### src/rtl/pla_pkg.sv
`timescale 1ns/1ps
// pla_pkg: shared sizes and the per-element configuration word layout.
// Assumes two selector bits per operand, hence four taps per operand
// and eight elements per block.
package pla_pkg;

    localparam int SEL_W     = 2;
    localparam int TAPS      = 1 << SEL_W;
    localparam int BLK_ELEMS = 2 * TAPS;
    localparam int CFG_W     = 2 * SEL_W + 7;

    // Word layout, most significant field first.
    typedef struct packed {
        logic [SEL_W-1:0] a_sel;      // even-tap choice for operand A
        logic [SEL_W-1:0] b_sel;      // odd-tap choice for operand B
        logic             ext_pick;   // external source: 0 first, 1 alternate
        logic             b_from_ext; // operand B: 0 odd tap, 1 external
        logic [3:0]       truth;      // lookup table indexed by {A,B}
        logic             use_reg;    // port shows 1 stored, 0 live result
    } elem_cfg_t;

endpackage

### src/rtl/pla_operand_sel.sv
`timescale 1ns/1ps
// pla_operand_sel: chooses the two lookup operands of one element.
// Assumes the caller has already gathered the candidate taps: TAPS even
// candidates for A, TAPS odd candidates for B, plus two external bits
// (tie both to the same net when the element has only one external source).
module pla_operand_sel
    import pla_pkg::*;
(
    input  logic [TAPS-1:0]  a_cand_i,
    input  logic [TAPS-1:0]  b_cand_i,
    input  logic [SEL_W-1:0] a_sel_i,
    input  logic [SEL_W-1:0] b_sel_i,
    input  logic             from_ext_i,
    input  logic             pick_alt_i,
    input  logic             ext_lo_i,
    input  logic             ext_alt_i,
    output logic             a_o,
    output logic             b_o
);

    logic ext_bit;

    // Picks the external operand source.
    always_comb begin
        ext_bit = pick_alt_i ? ext_alt_i : ext_lo_i;
    end

    // Drives both operands from their selected taps.
    always_comb begin
        a_o = a_cand_i[a_sel_i];
        b_o = from_ext_i ? ext_bit : b_cand_i[b_sel_i];
    end

endmodule

### src/rtl/pla_lut_cell.sv
`timescale 1ns/1ps
// pla_lut_cell: a two-input lookup table with a result flip-flop.
// The flip-flop captures the lookup result on every edge. The port shows
// either the live result or the stored one. Reset is synchronous, active low.
module pla_lut_cell (
    input  logic       clk,
    input  logic       rst_n,
    input  logic [3:0] truth_i,
    input  logic       use_reg_i,
    input  logic       a_i,
    input  logic       b_i,
    output logic       lut_o,
    output logic       q_o,
    output logic       out_o
);

    // Evaluates the truth table at index {A,B}.
    always_comb begin
        lut_o = truth_i[{a_i, b_i}];
    end

    // Stores the lookup result each cycle, cleared under reset.
    always_ff @(posedge clk) begin
        if (!rst_n) begin
            q_o <= 1'b0;
        end else begin
            q_o <= lut_o;
        end
    end

    // Selects the stored or the live result for the port.
    always_comb begin
        out_o = use_reg_i ? q_o : lut_o;
    end

endmodule

### src/rtl/pla_fabric.sv
`timescale 1ns/1ps
// pla_fabric: array of NUM_BLOCKS blocks of BLK_ELEMS lookup elements.
// Every route between elements reads stored values, so the fabric has no
// combinational loop under any configuration. The lower half of the
// elements take external bits; the upper half reads the element half the
// array below. NUM_BLOCKS must be even.
module pla_fabric
    import pla_pkg::*;
#(
    parameter int NUM_BLOCKS = 4
) (
    input  logic                                    clk,
    input  logic                                    rst_n,
    input  logic [NUM_BLOCKS*BLK_ELEMS*CFG_W-1:0]   cfg_i,
    input  logic [NUM_BLOCKS*BLK_ELEMS/2-1:0]       gpio_i,
    input  logic [NUM_BLOCKS*BLK_ELEMS/2-1:0]       sw_din_i,
    output logic [NUM_BLOCKS*BLK_ELEMS-1:0]         elem_o
);

    localparam int N_ELEM = NUM_BLOCKS * BLK_ELEMS;
    localparam int HALF   = N_ELEM / 2;

    logic [N_ELEM-1:0] state_q;
    logic [N_ELEM-1:0] lut_res;

    for (genvar g = 0; g < N_ELEM; g++) begin : g_elem
        localparam int BLK  = g / BLK_ELEMS;
        localparam int BASE = BLK * BLK_ELEMS;
        localparam int PREV = (BLK + NUM_BLOCKS - 1) % NUM_BLOCKS;
        localparam int FB   = (g == BASE) ? PREV * BLK_ELEMS + BLK_ELEMS - 1 : BASE;

        elem_cfg_t       cfg;
        logic [TAPS-1:0] a_cand;
        logic [TAPS-1:0] b_cand;
        logic            ext_lo;
        logic            ext_alt;
        logic            a_op;
        logic            b_op;

        assign cfg = elem_cfg_t'(cfg_i[g*CFG_W +: CFG_W]);

        for (genvar k = 0; k < TAPS; k++) begin : g_tap
            assign a_cand[k] = state_q[(k == 0) ? FB : BASE + 2*k];
            assign b_cand[k] = state_q[BASE + 2*k + 1];
        end

        if (g < HALF) begin : g_lo
            assign ext_lo  = gpio_i[g];
            assign ext_alt = sw_din_i[g];
        end else begin : g_hi
            assign ext_lo  = state_q[g - HALF];
            assign ext_alt = state_q[g - HALF];
        end

        pla_operand_sel sel_i (
            .a_cand_i   (a_cand),
            .b_cand_i   (b_cand),
            .a_sel_i    (cfg.a_sel),
            .b_sel_i    (cfg.b_sel),
            .from_ext_i (cfg.b_from_ext),
            .pick_alt_i (cfg.ext_pick),
            .ext_lo_i   (ext_lo),
            .ext_alt_i  (ext_alt),
            .a_o        (a_op),
            .b_o        (b_op)
        );

        pla_lut_cell cell_i (
            .clk       (clk),
            .rst_n     (rst_n),
            .truth_i   (cfg.truth),
            .use_reg_i (cfg.use_reg),
            .a_i       (a_op),
            .b_i       (b_op),
            .lut_o     (lut_res[g]),
            .q_o       (state_q[g]),
            .out_o     (elem_o[g])
        );
    end

endmodule

### config.mk
export PLATFORM = sky130hd
export DESIGN_NAME = pla_fabric
export DESIGN_NICKNAME = d
export VERILOG_FILES = /design/src/rtl/pla_pkg.sv /design/src/rtl/pla_operand_sel.sv /design/src/rtl/pla_lut_cell.sv /design/src/rtl/pla_fabric.sv
export SDC_FILE = /design/constraint.sdc
export NUM_CORES = 1
export LEC_CHECK = 0
export ABC_AREA = 0
export CAP_MARGIN = 20
export CORE_AREA = 2 2 163 165
export CTS_CLUSTER_SIZE = 30
export DETAILED_ROUTE_END_ITERATION = 8
export DIE_AREA = 0 0 165 167
export PLACE_DENSITY = 0.57
export SYNTH_ARGS = -nofsm -noshare
export SYNTH_HDL_FRONTEND = slang
export SYNTH_SLANG_ARGS = --single-unit
### constraint.sdc
create_clock -name clk -period 4.9 [get_ports clk]
set_input_delay 0.49 -clock clk [delete_from_list [all_inputs] [get_ports clk]]
set_output_delay 0.49 -clock clk [all_outputs]
set_load 0.1 [all_outputs]
==> results of run 1 <==
[placed cells by master (no fill, tap or decap)]
cell	netlist	routed
sky130_fd_sc_hd__mux4_2	33	33
sky130_fd_sc_hd__nand3_1	48	48
sky130_fd_sc_hd__o22ai_1	32	32
sky130_fd_sc_hd__and2_1	17	17
sky130_fd_sc_hd__mux2i_1	94	94
sky130_fd_sc_hd__clkbuf_16	0	5
sky130_fd_sc_hd__nand2_1	94	94
sky130_fd_sc_hd__dfxtp_1	32	32
sky130_fd_sc_hd__nor2b_1	17	17
sky130_fd_sc_hd__clkdlybuf4s50_1	0	370
sky130_fd_sc_hd__a2111oi_0	1	1
sky130_fd_sc_hd__a31oi_1	16	16
sky130_fd_sc_hd__nand2b_1	15	15
sky130_fd_sc_hd__o211a_1	15	15
sky130_fd_sc_hd__o311ai_2	15	15
sky130_fd_sc_hd__buf_4	32	35
sky130_fd_sc_hd__inv_1	1	1
sky130_fd_sc_hd__mux2_2	78	78
sky130_fd_sc_hd__o31a_1	16	16
sky130_fd_sc_hd__and3_1	16	16
sky130_fd_sc_hd__a311oi_1	1	1
sky130_fd_sc_hd__or3b_2	16	16
sky130_fd_sc_hd__nand3b_1	77	77
sky130_fd_sc_hd__nor2_1	17	17
sky130_fd_sc_hd__nand4b_1	16	16
sky130_fd_sc_hd__o311ai_0	15	15
sky130_fd_sc_hd__diode_2	0	1
sky130_fd_sc_hd__nand4_1	16	16
[worst max-delay path by stage]
| stage | end | depth (start not counted) | from |
|---|---|---|---|
| detailed placement | elem_o[19] | 7 | cfg_i[217] |
| global placement | elem_o[19] | 7 | cfg_i[217] |
| finish | elem_o[19] | 7 | cfg_i[217] |
| global route | elem_o[19] | 7 | cfg_i[217] |
| floorplan | elem_o[19] | 6 | g_elem[23].cell_i.q_o |
| CTS | elem_o[19] | 7 | cfg_i[217] |
[stage by stage]
step / area (µm²) / total power, mW / instances
CTS: 10700 / 2.52 / 1443
detailed placement: 10600 / 2.19 / 1438
finish: 10700 / 2.50 / 1444
global placement: 10600 / 2.19 / 1438
floorplan: 6510 / 1.61 / 745
global route: 10700 / 2.64 / 1443
[routing by layer]
layer  vias up  global-route usage (%)
met2       266                    32.2
met5         -                       0
li1       3684                       -
met1      3524                    24.6
met3        36                    4.98
met4         0                    5.10
[logic make-up (layout without fill, tap and decap cells)]
| kind of cell | Yosys count | in the layout | share of synthesized area (%) |
|---|---|---|---|
| compound gates | 111 | 111 | 15.1 |
| buf+inv | 48 | 411 | 4.61 |
| flops | 32 | 32 | 9.84 |
| mux | 205 | 205 | 39.4 |
| other cells | 0 | 1 | 0 |
| simple gates | 349 | 349 | 31.1 |
[area by class of cell]
class,instances,area (µm²)
diodes,1,2.50
clock buffers,5,125
fillers,2559,15000
inverters,1,3.75
multi-input cells,665,5570
flip-flops and latches,32,641
well taps,335,419
repair buffers,405,3970
[power by group]
group / leakage (nW) / switching (mW) / internal [mW] / total [mW]
Clock: 0.0616 / 0.133 / 0.180 / 0.314
Combinational: 3.61 / 0.972 / 0.771 / 1.74
Sequential: 0.267 / 0.141 / 0.306 / 0.447
[worst max-delay path, cell delays in order]
cell	delay, ns
sky130_fd_sc_hd__clkdlybuf4s50_1	0.45
sky130_fd_sc_hd__nor2b_1	0.12
sky130_fd_sc_hd__a2111oi_0	0.07
sky130_fd_sc_hd__a311oi_1	0.38
sky130_fd_sc_hd__mux4_2	0.57
sky130_fd_sc_hd__mux2_2	0.27
sky130_fd_sc_hd__clkdlybuf4s50_1	0.96
==> results.md, run 1 <==
- The number of antenna violations at the first check in global routing is 1.
- The share of the Yosys chip area taken by registers is 9.84%.
- The average instance in the mapped netlist occupies 8.74 µm².
- The leftover overflow at the end of global routing is 0.
- The number of library cell types mapped by synthesis is 27.
- Power spread over the standard cell area amounts to 233 nW/µm².
- The floorplan step defined a die boundary enclosing 27600 µm².
- The sum of negative setup slack is 0 ns.
- Once the floorplan was initialized, standard cells occupied 25.3% of the core.
- The maximum buffer depth of the clock tree is 2.
- The transition time at the pin with the least slew margin is 0.966 ns.
- Clock latency on the worst-skew pair, taken at its later pin, is 0.29 ns.
- The number of maximum-capacitance violations is 0.
- The number of nets with antenna violations after routing is 0.
- From left edge to right edge, the die measures 165 µm.
- Data on the critical path arrives at its endpoint at 3.33 ns.
- The overall fraction of global-route tracks in use is 19.3%.
- The via count of the first global-routing pass is 7372.
- The top metal layer carrying routed signals is met4.
- The count of standard-cell rows is 59.
- The minimum clock period is 3.82 ns.
- The largest voltage drop on the vdd net is 177 µV.
- Counting instances in the post-synthesis netlist gives the leading cell types as sky130_fd_sc_hd__mux2i_1 (94), sky130_fd_sc_hd__nand2_1 (94), sky130_fd_sc_hd__mux2_2 (78), sky130_fd_sc_hd__nand3b_1 (77), sky130_fd_sc_hd__nand3_1 (48).
- After clock tree synthesis, the repair step resized 0 gates.
- The core region is 25800 µm².
- For this run, design rule violations remaining after detail routing come to 0.
- Ranked by total cell area, the synthesized netlist is headed by sky130_fd_sc_hd__mux2i_1 (14%), sky130_fd_sc_hd__mux2_2 (13%), sky130_fd_sc_hd__mux4_2 (11%).
- The wire length the detailed router placed on met1 is 11.9 mm.
- In this run the worst path has a maximum fanout of 3.
- Setup repair after global routing left no endpoint under its margin.
- The post-route clock period utilization is 77.9%.
- The share of flip-flops with an asynchronous set or reset is 0%.
- The level count of the clock H-tree is 2.
- The ratio of cells with drive above 1 in the final layout is 16.4%.
- The startpoint of the lowest-slack register-to-register path is g_elem[17].cell_i.q_o.
- The synthesis-to-finish area growth is 64.8%.
- The critical path is of the in2out type.
- The setup-violating endpoint count in the final report is 0.
- TritonCTS built the clock tree.
- Counting every net in the synthesized netlist gives 1131.
- The count of final hold-check violations was 0.
- The buffer cell driving the clock tree root is sky130_fd_sc_hd__clkbuf_16.
- The vertical die dimension is 167 µm.
- The worst path meets setup with 1.08 ns of slack.
- The worst register-to-register path has a depth of 5.
- The combined area of all synthesized cells is 6510 µm².
- Buffers added to address setup during post-CTS repair amount to 0.
- The placed wire-length estimate is 23.3 mm.
- In this run, synthesis inferred 0 flip-flops with an integrated enable.
- The total number of clock tree sinks is 32.
- At the end of the flow the core is filled with cells to 41.6%.
- The tightest min-delay check is of the in2reg type.
- The run finished with clean final reports.
- Buffers inserted during clock tree synthesis total 5.
- The share of synthesized area in the top cell type comes to 14.5%.
- At the worst endpoint, the required time is 4.41 ns.
- On the final layout, the worst hold slack is 0.966 ns.
- In the final design database the tool counted 1496 nets.
- Counting instances, the worst hold path has a depth of 3.
- Clock-pin slew was measured on the worst setup and hold paths at 0.06 ns.
- The global-route wire length before repair is 41.2 mm.
- Among all flip-flop cells after synthesis, the most frequent one is sky130_fd_sc_hd__dfxtp_1.
- The register with the most flip-flops in the layout has 32 of them.
- The analysis attributes to cell leakage a power of 3.94 nW.
- The cell count after synthesis came out at 745.
- The reg-to-reg endpoint is g_elem[19].cell_i.q_o.
- The clock arrives with 0.00644 ns of skew.
- Dividing the detail-routed wire length by the instance count gives 19.4 µm.
- The total iterations of the first detailed-routing run is 4.
- Based on the critical path, the design can be clocked at up to 262 MHz.
- The number of slew-limit violations in the final report was 0.
- For this block, the initial DRC count from the detailed router was 604.
- The largest registers in the layout are g_elem.cell_i.q_o: 32 flops.
- In this run the most critical hold path is launched from cfg_i[310].
- The worst setup path is launched from a primary input.
- The count of buffers added on input and output ports is 401.
- For flop-to-flop paths, the worst setup slack is 2.95 ns.
- The headroom to the max-slew limit is 35.4%.
- The worst setup path is captured at an output port.
- Dividing the detail-routed via count by the number of cells gives 5.20.
- More flip-flops sit in one register than any other, and that register is g_elem.cell_i.q_o.
- The total detailed-routing wirelength is 28.0 mm.
- The total length of routed met3 wires is 2.13 mm.
- OpenSTA, run right after detailed placement, puts the worst setup slack at 1.09 ns.
- The final weighted congestion in routability-driven placement is 0.876.
- The number of vias after detailed routing is 7510.
- The number of warnings issued by yosys is 0.
- The routed design uses 13.3 mm of met2 wire.
- The largest total area in the synthesized netlist belongs to sky130_fd_sc_hd__mux2i_1.
- The end of the worst hold path is g_elem[28].cell_i.q_o.
- Entering global routing, the biggest net connects 33 pins.
- The synthesis-stage register bit count is 32.
- 418 I/O pins were placed.
- Hold repair after CTS inserted 0 buffers.
No activity file was read; power rests on OpenSTA's default activity.
==> run 2, diff against run 1 <==
--- a/config.mk
+++ b/config.mk
@@ -7,11 +7,11 @@
 export LEC_CHECK = 0
 export ABC_AREA = 0
 export CAP_MARGIN = 20
-export CORE_AREA = 2 2 163 165
+export CORE_AREA = 2 2 164 166
 export CTS_CLUSTER_SIZE = 30
 export DETAILED_ROUTE_END_ITERATION = 8
-export DIE_AREA = 0 0 165 167
-export PLACE_DENSITY = 0.57
+export DIE_AREA = 0 0 166 168
+export PLACE_DENSITY = 0.59
 export SYNTH_ARGS = -nofsm -noshare
 export SYNTH_HDL_FRONTEND = slang
 export SYNTH_SLANG_ARGS = --single-unit
==> constraint.sdc (replaced) <==
create_clock -name clk -period 3.4 [get_ports clk]
set_input_delay 0.34 -clock clk [delete_from_list [all_inputs] [get_ports clk]]
set_output_delay 0.34 -clock clk [all_outputs]
set_load 0.1 [all_outputs]
==> results.md, run 2 (synthesis results as in run 1) <==
- The peak clock frequency supported by timing is 337 MHz.
- The leakage component of the power is 4.06 nW (was 3.94 nW).
- The via count of the first global-routing pass is 7643 (was 7372).
- The final core utilization is 42.0% (was 41.6%).
- The number of setup buffers added after CTS is 0 (unchanged).
- Cells along the critical path: clkdlybuf4s50_1, mux2_2, o311ai_2, mux2i_1, o311ai_0, buf_12 (was clkdlybuf4s50_1, nor2b_1, a2111oi_0, a311oi_1, mux4_2, mux2_2, clkdlybuf4s50_1).
- The most common library cell in the layout ignoring fill and taps is sky130_fd_sc_hd__clkdlybuf4s50_1 (unchanged).
- The placed wire-length estimate came to 23.0 mm (was 23.3 mm).
- The final weighted congestion in routability-driven placement came to 0.896 (was 0.876).
- The total power divided by cell area is 349 nW/µm² (was 233 nW/µm²).
- The transition time at the pin with the least slew margin is 0.799 ns (was 0.966 ns).
- The number of I/O pins is 418 (unchanged).
- The cell type of the slowest stage on the worst timing path is sky130_fd_sc_hd__o311ai_0 (was sky130_fd_sc_hd__clkdlybuf4s50_1).
- The number of I/O port buffers came to 401 (unchanged).
- The setup-violating endpoint count in the final report was 0 (unchanged).
- The overall fraction of global-route tracks in use is 18.8% (was 19.3%).
- Outcome: completed (unchanged).
- The kind of capture point of the worst setup path was an output port (unchanged).
- The count of standard-cell rows was 60 (was 59).
- The number of slew-limit violations in the final report is 0 (unchanged).
- The type of the worst min-delay path is in2reg (unchanged).
- The sum of negative setup slack was 0 ns (unchanged).
- The width of the die is 166 µm (was 165 µm).
- The kind of cell with the highest combined delay on the critical path was compound AO/OA/AOI/OAI gates (was buffers and inverters).
- Setup repair after global routing missed its margin: no (unchanged).
- The kind of start point of the critical path was a primary input (unchanged).
- Commonest cells after routing, fill and taps aside: sky130_fd_sc_hd__clkdlybuf4s50_1 (368), sky130_fd_sc_hd__mux2i_1 (94), sky130_fd_sc_hd__nand2_1 (94) (was sky130_fd_sc_hd__clkdlybuf4s50_1 (370), sky130_fd_sc_hd__mux2i_1 (94), sky130_fd_sc_hd__nand2_1 (94)).
- The worst setup slack after placement is 0.442 ns (was 1.09 ns).
- The total iterations of the first detailed-routing run came to 5 (was 4).
- The synthesis-to-finish area growth is 69.9% (was 64.8%).
- The ratio of cells with drive above 1 in the final layout is 17.0% (was 16.4%).
- The vertical die dimension is 168 µm (was 167 µm).
- The post-cts resize count is 0 (unchanged).
- The data required time of the critical path came to 3.06 ns (was 4.41 ns).
- The delay of the slowest cell on the worst path is 0.59 ns (was 0.96 ns).
- The global-route wire length before repair is 41.9 mm (was 41.2 mm).
- The area of the die came to 27900 µm² (was 27600 µm²).
- The level count of the clock H-tree is 2 (unchanged).
- The number of vias after detailed routing is 7605 (was 7510).
- The number of DRC violations after detailed-routing iteration 0 was 495 (was 604).
- The clock tree skew after final layout is 0.00459 ns (was 0.00644 ns).
- The setup slack of the most critical reg-to-reg path is 1.46 ns (was 2.95 ns).
- The buffer cell driving the clock tree root is sky130_fd_sc_hd__clkbuf_16 (unchanged).
- The sum of internal, switching and leakage power is 3.86 mW (was 2.50 mW).
- The area of the core is 26400 µm² (was 25800 µm²).
- The maximum buffer depth of the clock tree is 2 (unchanged).
- The count of hold buffers inserted by post-cts repair is 0 (unchanged).
- The clock transition at the registers of the reported paths is 0.06 ns (about the same).
- Biggest regs: g_elem.cell_i.q_o: 32 flops (unchanged).
- The latest clock arrival within the worst-skew pair is 0.29 ns (about the same).
- The CTS tree is done (unchanged).
- The total number of clock tree sinks was 32 (unchanged).
- The number of antenna violations at the first check in global routing is 1 (unchanged).
- The critical path buffer and inverter count came to 2 (unchanged).
- The total detailed-routing wirelength is 27.7 mm (was 28.0 mm).
- The number of nets with antenna violations after routing came to 0 (unchanged).
- The detail-routed via count per cell is 5.22 (was 5.20).
- The largest voltage drop on the vdd net is 234 µV (was 177 µV).
- The worst setup path category is in2out (unchanged).
- The highest fanout seen on the critical path is 4 (was 3).
- The starting density of the core is 24.7% (was 25.3%).
- The final-stage net count was 1501 (was 1496).
- The total DRC errors in the routed layout is 0 (unchanged).
- The headroom to the max-slew limit came to 46.7% (was 35.4%).
- The detailed-route wire length per cell is 19.0 µm (was 19.4 µm).
- The CTS buffer count is 5 (unchanged).
- The post-layout worst setup margin came to 0.434 ns (was 1.08 ns).
- The number of maximum-capacitance violations is 0 (unchanged).
- The critical path arrival came to 2.63 ns (was 3.33 ns).
- The number of flip-flops in the largest register is 32 (unchanged).
- The most flop-heavy register is g_elem.cell_i.q_o (unchanged).
- The leftover overflow at the end of global routing came to 0 (unchanged).
- The post-route clock period utilization is 87.2%.
- The routed design could run at a clock period as short as 2.97 ns.
- The pin count of the biggest net entering global routing is 33 (unchanged).
- The count of final hold-check violations was 0 (unchanged).
## run 2: changes by cell type in the layout (fill, tap and decap cells not counted)
cell and change:
sky130_fd_sc_hd__buf_12 +22, sky130_fd_sc_hd__clkdlybuf4s50_1 -2, sky130_fd_sc_hd__clkbuf_1 +2, sky130_fd_sc_hd__buf_4 -16, sky130_fd_sc_hd__buf_2 +1, sky130_fd_sc_hd__clkbuf_8 +1
## run 2: area by class of cell
cell class	count	area [µm²]
Fill cell	2600	15300
Inverter	1	3.75
Multi-Input combinational cell	665	5570
Antenna cell	1	2.50
Tap cell	341	427
Timing Repair Buffer	410	4270
Sequential cell	32	641
Clock buffer	8	146
## run 2: layer usage
metal	GRT usage [%]	vias up	wire [µm]
li1	-	3703	-
met1	22.6	3586	11600
met4	5.33	0	673
met2	33.1	274	13600
met5	0	-	0
met3	4.87	42	1810
## run 2: worst reg2reg max path, delay by kind of cell, from the launching register on
kind,cells,cell delay (ns)
flops,1,0.52
simple gates,2,0.34
mux,1,0.56
compound gates,2,0.42
## run 2: worst paths after layout
| path | from | to | cells after the start |
|---|---|---|---|
| worst max-delay path | cfg_i[327] | elem_o[29] | 6 |
| worst min-delay path | rst_n | g_elem[29].cell_i.q_o | 2 |
| worst max register to register | g_elem[17].cell_i.q_o | g_elem[19].cell_i.q_o | 5 |
| worst min register to register | g_elem[23].cell_i.q_o | g_elem[21].cell_i.q_o | 4 |
## run 2: through the flow
step,cells,hold slack (ns),cell area (µm²)
2_1_floorplan,745,0.462,6510
3_3_place_gp,1449,0.945,10900
3_5_place_dp,1449,0.955,10900
4_1_cts,1457,0.684,11100
5_1_grt,1458,0.711,11100
6_report,1458,0.688,11100
## run 2: report_power, final
group	internal [mW]	switching (mW)	total, mW
Clock	0.294	0.204	0.498
Combinational	1.28	1.42	2.71
Sequential	0.440	0.215	0.655
